<file path="src/rtl/uart_irq_pkg.sv">
package uart_irq_pkg;
  typedef enum logic [3:0] {
    ID_MODEM   = 4'h0,
    ID_NONE    = 4'h1,
    ID_THRE    = 4'h2,
    ID_RXDATA  = 4'h4,
    ID_LINE    = 4'h6,
    ID_TIMEOUT = 4'hC
  } irq_id_e;

  // Source index 0 is the highest priority.
  localparam int NUM_SRC = 5;

  function automatic irq_id_e src_code(input int idx);
    case (idx)
      0:       return ID_LINE;
      1:       return ID_TIMEOUT;
      2:       return ID_RXDATA;
      3:       return ID_THRE;
      default: return ID_MODEM;
    endcase
  endfunction
endpackage

</file>
<file path="src/rtl/uart_irq_trig.sv">
module uart_irq_trig #(
  parameter int FIFO_DEPTH = 16,
  parameter int CNT_W      = $clog2(FIFO_DEPTH + 1)
) (
  input  logic [1:0]       trig_sel,
  output logic [CNT_W-1:0] level
);
  localparam int LVL0 = 1;
  localparam int LVL1 = FIFO_DEPTH / 4;
  localparam int LVL2 = FIFO_DEPTH / 2;
  localparam int LVL3 = FIFO_DEPTH - 2;

  always_comb begin
    case (trig_sel)
      2'd0:    level = CNT_W'(LVL0);
      2'd1:    level = CNT_W'(LVL1);
      2'd2:    level = CNT_W'(LVL2);
      default: level = CNT_W'(LVL3);
    endcase
  end
endmodule

</file>
<file path="src/rtl/uart_irq_prio.sv">
module uart_irq_prio
  import uart_irq_pkg::*;
(
  input  logic [NUM_SRC-1:0] req,
  output irq_id_e            id
);
  always_comb begin
    id = ID_NONE;
    for (int i = NUM_SRC - 1; i >= 0; i--) begin
      if (req[i]) id = src_code(i);
    end
  end
endmodule

</file>
<file path="src/rtl/uart_irq_thre_flag.sv">
module uart_irq_thre_flag (
  input  logic clk,
  input  logic rst_n,
  input  logic thr_wr,
  input  logic tx_drained,
  input  logic ier_wr,
  input  logic thr_empty,
  input  logic rd_thre,
  output logic pend
);
  logic set_evt;
  assign set_evt = tx_drained | (ier_wr & thr_empty);

  always_ff @(posedge clk or negedge rst_n) begin
    if (!rst_n)       pend <= 1'b0;
    else if (thr_wr)  pend <= 1'b0;
    else if (set_evt) pend <= 1'b1;
    else if (rd_thre) pend <= 1'b0;
  end
endmodule

</file>
<file path="src/rtl/uart_irq_ident.sv">
module uart_irq_ident
  import uart_irq_pkg::*;
#(
  parameter int FIFO_DEPTH = 16,
  parameter int CNT_W      = $clog2(FIFO_DEPTH + 1)
) (
  input  logic             clk,
  input  logic             rst_n,
  input  logic [3:0]       ier_en,
  input  logic             ier_wr,
  input  logic [3:0]       lsr_err,
  input  logic             rx_ready,
  input  logic [CNT_W-1:0] rx_count,
  input  logic [1:0]       trig_sel,
  input  logic             fifo_on,
  input  logic             timeout_pend,
  input  logic             thr_wr,
  input  logic             thr_empty,
  input  logic             tx_drained,
  input  logic [3:0]       msr_delta,
  input  logic             iir_rd,
  output logic [7:0]       iir_data,
  output logic             irq,
  output logic             thre_pend
);
  logic [CNT_W-1:0]   trig_level;
  logic [NUM_SRC-1:0] req;
  irq_id_e            cur_id;
  logic               rx_hit;

  uart_irq_trig #(.FIFO_DEPTH(FIFO_DEPTH), .CNT_W(CNT_W)) u_trig (
    .trig_sel (trig_sel),
    .level    (trig_level)
  );

  assign rx_hit = rx_ready & (~fifo_on | (rx_count >= trig_level));

  assign req[0] = ier_en[2] & (|lsr_err);
  assign req[1] = ier_en[0] & timeout_pend;
  assign req[2] = ier_en[0] & rx_hit;
  assign req[3] = ier_en[1] & thre_pend;
  assign req[4] = ier_en[3] & (|msr_delta);

  uart_irq_prio u_prio (
    .req (req),
    .id  (cur_id)
  );

  uart_irq_thre_flag u_flag (
    .clk        (clk),
    .rst_n      (rst_n),
    .thr_wr     (thr_wr),
    .tx_drained (tx_drained),
    .ier_wr     (ier_wr),
    .thr_empty  (thr_empty),
    .rd_thre    (iir_rd && (cur_id == ID_THRE)),
    .pend       (thre_pend)
  );

  assign iir_data = {fifo_on, fifo_on, 2'b00, cur_id};
  assign irq      = (cur_id != ID_NONE);
endmodule

</file>
<file path="config.mk">
export PLATFORM = sky130hd
export DESIGN_NAME = uart_irq_ident
export DESIGN_NICKNAME = d
export VERILOG_FILES = /design/src/rtl/uart_irq_pkg.sv /design/src/rtl/uart_irq_trig.sv /design/src/rtl/uart_irq_prio.sv /design/src/rtl/uart_irq_thre_flag.sv /design/src/rtl/uart_irq_ident.sv
export SDC_FILE = /design/constraint.sdc
export NUM_CORES = 1
export LEC_CHECK = 0
export ABC_CLOCK_PERIOD_IN_PS = 3400
export BUFFER_PORTS_ARGS = -buffer_cell sky130_fd_sc_hd__buf_2
export CORE_AREA = 2 2 39 41
export DETAILED_ROUTE_END_ITERATION = 7
export DIE_AREA = 0 0 41 43
export SKIP_LAST_GASP = 1
export SYNTH_ARGS = -nofsm -noshare
export SYNTH_HDL_FRONTEND = slang
export SYNTH_HIERARCHICAL = 1
export SYNTH_SLANG_ARGS = --single-unit
</file>
<file path="constraint.sdc">
create_clock -name clk -period 3.4 [get_ports clk]
set_clock_uncertainty 0.1 [all_clocks]
set_input_delay 0.17 -clock clk [delete_from_list [all_inputs] [get_ports clk]]
set_output_delay 0.17 -clock clk [all_outputs]
set_load 0.02 [all_outputs]
</file>
# --- Word-level counts from Yosys, hierarchy flattened ---
# Cells that the tools add are included.
totals:
  regBits: 1
  inputBits: 29
  output_inout_bits: 10
  wordCells: 30
classes:
  order_cmp: 1
  n_eq_ne: 4
  n_mux: 9
  n_bitwise: 10
  reduce_logical: 5
op_table:
  columns: ["cell", "n"]
  rows:
  - ["4-bit case mux with 3 select lines", 1]
  - ["4-bit 2-to-1 mux", 2]
  - ["4-bit OR reduction", 2]
  - ["1-bit AND", 7]
  - ["5-bit >= comparator", 1]
  - ["4-bit by 2-bit equality test with 1-bit output, second input constant", 1]
  - ["1-bit 2-to-1 mux", 4]
  - ["4-bit by 1-bit inequality test with 1-bit output, second input constant", 1]
  - ["3-bit 2-to-1 mux", 1]
  - ["3-bit nonzero test", 1]
  - ["2-bit by 1-bit equality test with 1-bit output, second input constant", 1]
  - ["2-bit equality test, second input constant", 1]
  - ["2-bit logical NOT", 1]
  - ["2-bit 2-to-1 mux", 1]
  - ["1-bit OR", 2]
  - ["1-bit logical AND", 1]
  - ["1-bit NOT", 1]

# --- Depth between registers and ports, before layout ---
# Gate-level depths: netlist of the first run.
depth:
  ltp_word: 14
  ltp_mapped: 12

# --- By module ---
# The synthesis of the first run kept the hierarchy.
modules_own_cells:
  columns: ["mod", "instances", "cells_per_inst", "area_per_inst_um2"]
  rows:
  - ["uart_irq_ident", 1, 30, 217.7]
  - ["uart_irq_thre_flag", 1, 4, 56.3]
  - ["uart_irq_prio", 1, 5, 38.8]
  - ["uart_irq_trig", 1, 6, 28.8]

# --- Worst setup path before layout of the first run ---
# No wires, ideal clock.
synth_path:
  path_kind: "input -> output"
  start: "input trig_sel[0]"
  end: "output irq"
  arrival_time_ns: 2.292
  t_required_ns: 3.130
  slack_ns: 0.838
  stages: 9
  path_buffers: 1
  path_cell_list: "clkbuf_1 inv_1 ha_1 a21o_1 a31oi_1 o22ai_1 or3_4 nor3_2 or4b_1"
synth_via:
  elab_chain_len: 10
  elab_cells_between_ends: 12
synth_rtl:
  columns: ["element", "line_no", "rtl"]
  rows:
  - ["start, declared", "uart_irq_ident.sv:14", "input logic [1:0] trig_sel,"]
  - ["2-bit equality test (tied with other cells)", "uart_irq_trig.sv:14", "case (trig_sel)"]
  - ["4-bit case mux with 3 select lines *", "uart_irq_trig.sv:14", null]
  - ["5-bit >= comparator *", "uart_irq_ident.sv:36", "assign rx_hit = rx_ready & (~fifo_on | (rx_count >= trig_level));"]
  - ["1-bit OR *", "uart_irq_ident.sv:36", null]
  - ["1-bit AND *", "uart_irq_ident.sv:36", null]
  - ["1-bit AND *", "uart_irq_ident.sv:40", "assign req[2] = ier_en[0] & rx_hit;"]
  - ["named net req[2]", "uart_irq_ident.sv:27", "logic [NUM_SRC-1:0] req;"]
  - ["3-bit 2-to-1 mux *", "uart_irq_prio.sv:10", "if (req[i]) id = src_code(i);"]
  - ["4-bit 2-to-1 mux * (2 in a row)", "uart_irq_prio.sv:10", null]
  - ["named net iir_data[2]", "uart_irq_ident.sv:22", "output logic [7:0] iir_data,"]
  - ["4-bit by 1-bit inequality test with 1-bit output *", "uart_irq_ident.sv:61", "assign irq = (cur_id != ID_NONE);"]
  - ["end, declared", "uart_irq_ident.sv:23", "output logic irq,"]
# The timed path passes the listed nets; every way through them passes the cells marked *.

# --- Final worst setup path of the first run ---
layout_path:
  start: "input trig_sel[1]"
  end: "output irq"
layout_via:
  elab_chain_len: 10
  elab_cells_between_ends: 12
layout_rtl:
  columns: ["element", "line_no", "rtl"]
  rows:
  - ["2-bit equality test (tied with other cells)", "uart_irq_trig.sv:14", null]
  - ["4-bit case mux with 3 select lines *", "uart_irq_trig.sv:14", null]
  - ["named net trig_level[0]", "uart_irq_ident.sv:26", "logic [CNT_W-1:0] trig_level;"]
  - ["5-bit >= comparator *", "uart_irq_ident.sv:36", null]
  - ["1-bit OR *", "uart_irq_ident.sv:36", null]
  - ["1-bit AND *", "uart_irq_ident.sv:36", null]
  - ["1-bit AND *", "uart_irq_ident.sv:40", null]
  - ["named net req[2]", "uart_irq_ident.sv:27", null]
  - ["3-bit 2-to-1 mux *", "uart_irq_prio.sv:10", null]
  - ["4-bit 2-to-1 mux * (2 in a row)", "uart_irq_prio.sv:10", null]
  - ["4-bit by 1-bit inequality test with 1-bit output *", "uart_irq_ident.sv:61", null]
# Marks and branches as above.

==> results.txt, run 1 <==
- Static timing analysis puts the maximum clock frequency at 403 MHz.
- Summed area of non-filler cells in the final layout: 510 µm²
* FF-to-FF End: u_flag/pend
- Entering global routing, the biggest net connects 5 pins.
* Post-detailed-routing wire length: 773 µm
- The die covers 1760 µm².
- The core region is 1380 µm².
- Startpoint of the worst register-to-register path: u_flag/pend
- The later pin in the worst-skew pair is clocked with a latency of 0 ns.
- Weighted congestion reported at the end of routability-driven placement: 0.663
- Rows: 14
- Worst hold slack across all endpoints: 0.224 ns
* R2R depth: 6
- Number of port buffers: 36
* Registers with the most flip-flops: u_flag/pend (1)
- The die is 41 µm wide.
* Critical path data arrival time: 2.21 ns
- The floorplan step set the die height to 43 µm.
* Number of max-capacitance violations reported: 0
- The flip-flop count of the largest register, all copies and words added was 1.
- After filler insertion, the fill cell instance count of the layout stands at 144.
- VDD sags by at most 0.0713 mV.
- For the finished layout, the period the worst path requires is 2.48 ns.
- For this block, the initial DRC count from the detailed router was 2.
- For this run, the post-layout net count is 112.
- Final sum of negative setup slack: 0 ns
- The worst hold path terminates at u_flag/pend.
* Wire length of the first global-routing pass: 1.09 mm
- Type of origin of the critical path: input pin
* HP Start: thr_wr
- After clock tree synthesis, the repair step resized 0 gates.
- For this design the top-level I/O count stands at 39.
- Distinct cell type count after synthesis: 23
- Counting instances, the worst hold path has a depth of 2.
- Placed Instances: 91
- LEAKAGE: 0.290 nW
- Worst Setup End Kind: primary output
- The area growth from synthesis to layout is 49.5%.
- Part of the cycle the worst path needs: 73.0%
* Drt via density: 4.26
* Residual overflow from global routing: 0
- DRT Pass-1 Iters: 2
* Setup Fix Bufs, Post-CTS: 0
- Class of the most critical setup path: input pin to primary output
- Largest register by flop count: u_flag/pend
- Final setup violation count: 0
* Via count: 392
- Result of the run: finished clean
* Count of pins over their slew limit: 0
- The count of cells in the finished layout, fillers not included, comes to 92.
- The initial antenna violation count was 0.
- After synthesis the netlist holds a flip-flop and latch count of 1.
* Share of cells above drive strength 1: 53.9%
* # DRC: 0
- Required time of the worst setup path: 3.13 ns
* Average wire length per cell after detail routing: 8.40 µm
- Warnings from Yosys: 6
- In this run the cell area measured after placement is 500 µm².
- All-Layer GR Usage: 8.21%
- The via count of the first global-routing pass was 279.
- Top fanout value on the critical path: 4
* Internal reg-to-reg setup slack: 1.97 ns
- After synthesis, flip-flops and latches occupy 7.33% of the total area.
- Setup repair after global routing left no endpoint under its margin.
* Leading cell type in the layout, fill and taps excluded: buf_2
- Avg Synthesized Cell Area: 7.59 µm²
- Detailed placement finished with a half-perimeter wire length of 756 µm.
- Number of diodes: 0
- Initial cell density of the core: 24.7%
* Number of endpoints with negative hold slack in the final report: 0
- Post-Syn Area: 342 µm²
- Worst Hold Class: input pin to register
* Synthesized netlist cell count: 45
* Register clock-pin slew on the reported worst setup and hold paths: 0 ns
- For this design the ratio of total power to cell area is 142 nW/µm².
- Most frequent cells in the layout: 36 x buf_2, 6 x inv_1, 5 x ha_1, 3 x and2_1, 3 x conb_1
- Antenna-violating nets left: 0
==> cells in the mapped netlist (all sizes together) <==
library cell | n | area share, %
o22ai | 1 | 1.8
nor4 | 1 | 1.8
nand4 | 1 | 1.8
conb | 2 | 2.2
inv | 6 | 6.6
a211oi | 1 | 2.2
a31oi | 1 | 1.8
o41a | 2 | 6.6
a21o | 2 | 4.4
and2 | 3 | 5.5
nor3 | 1 | 2.9
nor2b | 1 | 1.8
buf | 5 | 11
or3 | 1 | 3.3
nand2 | 2 | 2.2
nor2 | 2 | 2.2
nand2b | 2 | 5.9
or4b | 1 | 2.9
dfrtp | 1 | 7.3
clkbuf | 2 | 2.2
a21oi | 2 | 5.1
ha | 5 | 18
==> what timing repair did <==
item                       in CTS  in global routing
setup endpoints to repair       0                  0
hold buffers                    1                  0
hold endpoints to repair        1                  0
==> cell families after synthesis <==
kind of cell    after synthesis  share of synthesized area, %
simple gates                 15                          30.4
compound gates                9                          22.0
flops                         1                          7.32
buf+inv                      13                          19.8
fa+ha+maj                     5                          18.3
other cells                   2                          2.20
==> critical path, cell delays in order <==
cell	delay [ns]
buf_2	0.11
nor2_1	0.10
ha_1	0.23
nand2b_1	0.14
a31oi_1	0.17
o22ai_1	0.12
or3_4	0.40
nor3_2	0.17
or4b_1	0.44
buf_2	0.17
==> power breakdown <==
part           switching [mW]  internal [mW]
Sequential            0.00104         0.0130
Combinational          0.0292         0.0293
Clock                       0              0
==> final cells by class <==
class,instances,area [µm²],area share (%)
multi-input combinational,32,253,49.5
timing repair buffer,37,190,37.3
sequential,1,25.0,4.90
inverter,6,22.5,4.41
tap,16,20.0,3.92
==> worst max path at each step <==
stage                      from  endpoint  slack, ns  cells after the start
global placement    trig_sel[1]       irq       0.97                     10
finish              trig_sel[1]       irq       0.92                     10
CTS                 trig_sel[1]       irq       0.91                     10
global route        trig_sel[1]       irq       0.83                     10
detailed placement  trig_sel[1]       irq       0.91                     10
floorplan           trig_sel[0]       irq       0.84                      9
==> through the flow <==
| stage | power (mW) | util, % | setup WS (ns) |
|---|---|---|---|
| after global routing | 0.0793 | 36.9 | 0.827 |
| final | 0.0726 | 36.9 | 0.917 |
| after CTS | 0.0732 | 36.9 | 0.912 |
| after detailed placement | 0.0723 | 36.2 | 0.912 |
| after global placement | 0.0706 | 36.2 | 0.968 |
| after floorplan | 0.0516 | - | 0.838 |
==> per-layer routing <==
layer  global-route usage [%]  vias up  share of wire, %
li1                         -      210                 -
met1                     9.87      173                39
met2                     15.9        9                56
met3                        0        0               4.3
met4                        0        0                 0
met5                        0        -                 0
(Power assumes the default switching activity.)
==> inputs of run 2 (changes only) <==
- ABC_CLOCK_PERIOD_IN_PS: 3400 -> 2400
- clock period: 3.4 -> 2.4 ns (I/O delays scaled with it)
==> run 2 against run 1 <==
Effect of this change: core utilization increased by 7.4 points; setup slack got worse by 0.87 ns; largest cell class unchanged; die area unchanged; flip-flop and latch count unchanged; routed wire length increased by 8.7%; via count increased by 0.77%; final area increased by 20%; critical path type unchanged.
==> results.txt, run 2 (synthesis gave the netlist of run 1 again) <==
* Result of the run: finished clean
* Clock Latency Late Sink: 0 ns (unchanged)
- Leaving out fill and tap cells, the most frequent cells in the layout are 33 x buf_2, 4 x inv_1, 3 x ha_1, 3 x conb_1, 3 x buf_6.
- Wire length of the first global-routing pass: 1.09 mm (unchanged)
- Worst Setup End Kind: primary output
- Number of diodes: 0 (unchanged)
* Top fanout value on the critical path: 3 (-1)
* Power per Cell Area: 210 nW/µm² (+47%)
- The layout cell share with drive strength beyond 1 was 67.9% (+14 points).
* Registers with the most flip-flops: u_flag/pend (1)
* Leading cell type in the layout, fill and taps excluded: buf_2
* Pin count of the biggest net entering global routing: 5 (unchanged)
- After layout, the worst path uses 98.2% of the clock period.
* # DRC: 0 (unchanged)
- Number of max-capacitance violations reported: 0 (unchanged)
- The finished layout cell area is 613 µm² (+20%).
- Initial cell density of the core: 24.7% (unchanged)
* HP Start: thr_wr
- The total wire length is 840 µm (+8.7%).
- Core occupancy in the finished layout: 44.3% (+7.4 points)
- The critical path in this run is classified as input pin to primary output.
- Critical path data arrival time: 2.14 ns (-0.07 ns)
* Post-placement worst setup slack: 0.0613 ns (-0.851 ns)
- The leakage component of the power came to 0.319 nW (+10%).
- Ports placed on the boundary: 39 (unchanged)
- The final total power is 129 µW (+77%).
- Required time of the worst setup path: 2.18 ns (-0.95 ns)
* Worst Hold Class: input pin to register
* Final setup violation count: 0 (unchanged)
- Number of port buffers: 36 (unchanged)
- The detailed-routing iteration count for the pre-antenna-repair pass was 1 (-1).
* Fill cells: 142 (-1.4%)
- Register clock-pin slew on the reported worst setup and hold paths: 0 ns (unchanged)
* Area growth from synthesis to layout: 79.5%
- More flip-flops sit in one register than any other, and that register is u_flag/pend.
* Weighted congestion reported at the end of routability-driven placement: 0.649 (-2.1%)
- The number of max-slew violations in the final report was 0 (unchanged).
* Core area: 1380 µm² (unchanged)
- The worst-case register-to-register setup slack came to 0.96 ns (-1.01 ns).
- FF-to-FF End: u_flag/pend
* Worst setup slack after layout: 0.0429 ns (-0.874 ns)
- The mean routed wirelength per cell is 8.94 µm (+6.4%).
- The flip-flop count of the largest register, all copies and words added came to 1 (unchanged).
* Iteration-0 DRC Markers: 0 (-2)
- The routed design could run at a clock period as short as 2.36 ns.
* Vias in the first global route: 277 (-0.72%)
* Area enclosed by the die boundary: 1760 µm² (unchanged)
- Number of endpoints with negative hold slack in the final report: 0 (unchanged)
* Hold Path End: u_flag/pend
- The startpoint identified for the worst register-to-register timing path is u_flag/pend.
- The average via count per standard cell was 4.20 (-1.4%).
- Die Span X: 41 µm (unchanged)
* Min-Delay Path Depth: 2 (unchanged)
- Highest ir drop seen on vdd: 0.112 mV (+57%)
- Residual overflow from global routing: 0 (unchanged)
- Final sum of negative setup slack: 0 ns (unchanged)
* Die Height: 43 µm (unchanged)
- Type of origin of the critical path: input pin
* DP HPWL: 712 µm (-5.9%)
- The final net count came to 114 (+1.8%).
- The total routing resource utilization after global routing came to 8.12% (-0.092 points).
- Max Clock Freq: 424 MHz
* R2R depth: 6 (unchanged)
- The remaining antenna violation count after routing was 0 (unchanged).
* Initial antenna violation count: 0 (unchanged)
- The via total after detailed routing is 395 (+0.77%).
* Total placed instance area: 507 µm² (+1.2%)
- Rows: 14 (unchanged)
## run 2: report_power, final
part           switching (mW)  internal [mW]  leakage [nW]
Sequential            0.00142         0.0185        0.0123
Combinational          0.0507         0.0579         0.306
Clock                       0              0             0
Total                  0.0521         0.0764         0.319
## run 2: what timing repair did
item / CTS / global route
resized for setup: 0 / 18
endpoints found under the hold margin: 1 / 0
setup endpoints to repair: 0 / 1
hold buffers: 1 / 0
buffers inserted: 0 / 2
## run 2: area by class of cell
class | count | area, µm² | share of cell area (%)
Inverter | 6 | 22.5 | 3.67
Sequential cell | 1 | 25.0 | 4.08
Multi-Input combinational cell | 32 | 322 | 52.4
Tap cell | 16 | 20.0 | 3.27
Timing Repair Buffer | 39 | 224 | 36.5
## run 2: stage by stage
stage / std cells / hold WS, ns
floorplan: 46 / -0.276
global placement: 91 / -0.205
detailed placement: 91 / -0.204
CTS: 92 / 0.174
global route: 94 / 0.181
finish: 94 / 0.172
## run 2: worst max-delay path, stage by stage
cell and delay, ns:
buf_2 0.11, ha_4 0.24, a21o_1 0.20, a31oi_4 0.14
o22ai_2 0.09, or3_4 0.41, nor3_4 0.19, or4b_4 0.48
buf_6 0.14
## run 2: layer usage
layer	share of wire, %	global-route usage [%]	vias up
li1	-	-	212
met3	6.3	0	0
met1	35	11.5	169
met2	59	14.1	14
met5	0	0	-
met4	0	0	0
## run 2: worst max-delay path by stage
stage	depth (start not counted)	endpoint	startpoint
6_report	9	irq	rx_count[2]
5_1_grt	11	irq	trig_sel[0]
4_1_cts	10	irq	trig_sel[1]
3_5_place_dp	10	irq	trig_sel[1]
3_3_place_gp	10	irq	trig_sel[1]
2_1_floorplan	9	irq	trig_sel[0]
==> inputs of run 3 (changes only) <==
- ABC_AREA: not set -> 1
- PLACE_DENSITY: not set -> 0.69
==> run 3 against run 2 <==
Effect of this change: synthesized area up 17%; combinational power fell by 18%; hold slack improved by 0.00096 ns; setup slack better by 0.52 ns; critical path depth grew 7; sequential share of layout area up 0.31 points; register-to-register slack improved by 0.20 ns; global-route usage grew 1.3 points; power decreased by 15%; sequential power fell by 3%; die area unchanged; via count grew 19%; largest power group unchanged.
==> results.txt, run 3 <==
- Result of the run: finished clean
- Summed area of non-filler cells in the final layout: 569 µm² (-7.1%)
* Most frequent cells in the layout: 36 x buf_2, 20 x inv_1, 19 x nand2_1, 12 x nor2_1, 5 x ha_1
* Initial antenna violation count: 0 (unchanged)
- The portion of total power attributed to the clock network is 0% (unchanged).
- Top cell types by occurrence after synthesis: 20 x inv_1, 19 x nand2_1, 12 x nor2_1, 5 x buf_4, 5 x ha_1
- The clock transition at the registers of the reported paths came to 0 ns (unchanged).
* Total placed instance area: 559 µm² (+10%)
- The critical path in this run is classified as input pin to register.
* Final sum of negative setup slack: 0 ns (unchanged)
- The maximum frequency from static timing analysis is 546 MHz (+29%).
- Design Power: 109 µW (-15%)
* Wire length of the first global-routing pass: 1.27 mm (+16%)
- Vias in the first global route: 382 (+38%)
* Synthesized netlist cell count: 76 (+69%)
* DP HPWL: 752 µm (+5.7%)
- Setup repair after global routing left no endpoint under its margin.
- From synthesis to final layout, the design area changed by 42.2%.
- Ports placed on the boundary: 39 (unchanged)
* Highest ir drop seen on vdd: 0.0776 mV (-31%)
* Combinational cell fraction of total power: 82.2% (-2.3 points)
* Top fanout value on the critical path: 3 (unchanged)
- Power per Cell Area: 191 nW/µm² (-9.0%)
- The average via count per standard cell is 3.82 (-9.1%).
- The largest net degree at the start of global routing came to 4 (-1).
* Final Instance Count excl. Fillers: 123 (+31%)
- The internal power contribution was 59.3 µW (-22%).
- The smallest hold slack is 0.173 ns (+0.000963 ns).
* Sequential element share of the synthesized area: 6.25% (-1.1 points)
- The layout cell share with drive strength beyond 1 was 38.3% (-30 points).
- The insertion delay of the later-clocked pin in the worst-skew pair came to 0 ns (unchanged).
- The leakage component of the power is 0.400 nW (+26%).
* Avg Synthesized Cell Area: 5.27 µm² (-31%)
- The power spent charging and discharging nets is 49.3 µW (-5.4%).
- Number of port buffers: 36 (unchanged)
- The slowest stage of the critical path is the or2_1 cell.
* Part of the cycle the worst path needs: 76.3% (-22 points)
* Minimum period implied by the final worst setup slack: 1.83 ns (-0.525 ns)
* Warnings from Yosys: 6 (unchanged)
- Number of endpoints with negative hold slack in the final report: 0 (unchanged)
- In the post-synthesis netlist, the biggest area contributors are inv_1 19%, nand2_1 18%, ha_1 16%, nor2_1 11%, buf_4 9.4%.
* Final setup violation count: 0 (unchanged)
- Area enclosed by the die boundary: 1760 µm² (unchanged)
- Type of origin of the critical path: input pin
- The number of enable-type register cells in the synthesized netlist is 0 (unchanged).
- Post-CTS sizing: 0 (unchanged)
- The maximum single-stage delay on the critical path was 0.24 ns (-0.24 ns).
* Count of pins over their slew limit: 0 (unchanged)
- Sequential power share: 17.8% (+2.3 points)
- The critical path arrival is 1.62 ns (-0.52 ns).
- Worst Setup End Kind: register
- The mean routed wirelength per cell is 6.37 µm (-29%).
* Flip-flop count of the largest register after layout: 1 (unchanged)
- The floorplan die width is 41 µm (unchanged).
- The share of total power consumed by net switching is 45.4% (+4.8 points).
* Distinct cell type count after synthesis: 15 (-35%)
- The library cell used most frequently in the layout, excluding fill and tap cells, is buf_2.
- The detailed-routing iteration count for the pre-antenna-repair pass is 2 (+1).
- Worst path cell trace: buf_2 > nor2_1 > ha_1 > inv_1 > nand2_1 > nand2_1 > nor2_1 > nor2_1 > nor2_1 > nor2_2 > nand2_2 > or2_1 > nor3_2 > nor2_2 > nor2_1 > nor2_1
* Library cell with the highest instance count after synthesis: inv_1
* Registers with the most flip-flops: u_flag/pend (1)
- Post-placement worst setup slack: 0.541 ns (+0.480 ns)
* Required time of the worst setup path: 2.18 ns (about the same)
- Largest register by flop count: u_flag/pend
- The total routing resource utilization after global routing came to 9.41% (+1.3 points).
- Count of buffering cells on the critical path with inverters included: 2 (unchanged)
* Initial cell density of the core: 28.9% (+4.2 points)
* Core area: 1380 µm² (unchanged)
- The remaining antenna violation count after routing was 0 (unchanged).
- The async set or reset register ratio after synthesis was 100% (unchanged).
- CP delay by family, top: simple AND/OR/NAND/NOR gates
* Core occupancy in the finished layout: 41.1% (-3.2 points)
- The synthesized design spends more area on one cell type than any other, namely inv_1.
* Post-detailed-routing wire length: 783 µm (-6.8%)
- The DRC violations left came to 0 (unchanged).
- Counting stages on the worst path, the most repeated cell is nor2_1.
* Worst Hold Class: input pin to register
- The routability congestion estimate from global placement came to 0.741 (+14%).
- The final net count came to 143 (+25%).
- The number of antenna repair diodes was 0 (unchanged).
* Post-Syn Area: 400 µm² (+17%)
- The smallest setup slack after layout was 0.568 ns (+0.525 ns).
- Rows: 14 (unchanged)
- Placed Instances: 122 (+34%)
- The number of synthesized register bits was 1 (unchanged).
- Yosys top cell area share: 18.8% (+0.43 points)
* Number of max-capacitance violations reported: 0 (unchanged)
- Post-synth top flop: dfrtp_1
- Iteration-0 DRC Markers: 4 (+4)
- The overall die height came to 43 µm (unchanged).
- Via count: 470 (+19%)
- The overflow left after global routing came to 0 (unchanged).
==> run 3: power groups by stage <==
| stage | logic (mW) | registers (mW) | clock network, mW |
|---|---|---|---|
| after global placement | 0.0880 | 0.0192 | 0 |
| after CTS | 0.0909 | 0.0193 | 0 |
| after global routing | 0.104 | 0.0196 | 0 |
| after floorplan | 0.0587 | 0.0209 | 0 |
| after detailed placement | 0.0894 | 0.0193 | 0 |
| final | 0.0893 | 0.0193 | 0 |
==> run 3: path summary, 6_finish.rpt <==
path                                   from     endpoint  slack [ns]  cells after the start
worst max-delay path            trig_sel[1]  u_flag/pend        0.57                     16
worst max register to register  u_flag/pend  u_flag/pend        1.16                      9
worst min register to register  u_flag/pend  u_flag/pend        0.54                      4
worst min-delay path                 thr_wr  u_flag/pend        0.17                      2
max in group asynchronous             rst_n  u_flag/pend        1.78                      2
min in group asynchronous             rst_n  u_flag/pend        0.33                      2
==> run 3: logic make-up (layout without fill, tap and decap cells) <==
logic type                 after synthesis  count (layout)  synth area share, %
AOI/OAI and AO/OA                        2               2                 3.75
adders and majority gates                5               5                 15.6
buffers and inverters                   27              57                 30.0
DFF                                      1               1                 6.25
other                                    2               3                 1.88
and+or+nand+nor                         39              39                 42.5
==> run 3: final cells by class <==
cell class / instances / area (µm²)
Sequential cell: 1 / 25.0
Inverter: 20 / 75.1
Fill cell: 157 / 815
Multi-Input combinational cell: 49 / 259
Tap cell: 16 / 20.0
Timing Repair Buffer: 37 / 190
==> run 3: metal layers <==
metal / vias up / part of all wire, % / track usage (%)
li1: 269 / - / -
met1: 185 / 36 / 11.1
met3: 0 / 10 / 0
met5: - / 0 / 0
met4: 0 / 0 / 0
met2: 16 / 54 / 18.4
==> run 3: worst reg2reg max path: stages (launching register included) <==
cell	delay [ns]
dfrtp_1	0.34
nand2_1	0.06
inv_1	0.06
nand2_1	0.05
nand2_1	0.09
nand2_1	0.07
nor3_2	0.16
nor2_2	0.06
nor2_1	0.09
nor2_1	0.04
==> run 3: timing repair <==
item	CTS	global route
hold buffers	1	0
hold endpoints to repair	1	0
setup buffers	0	0
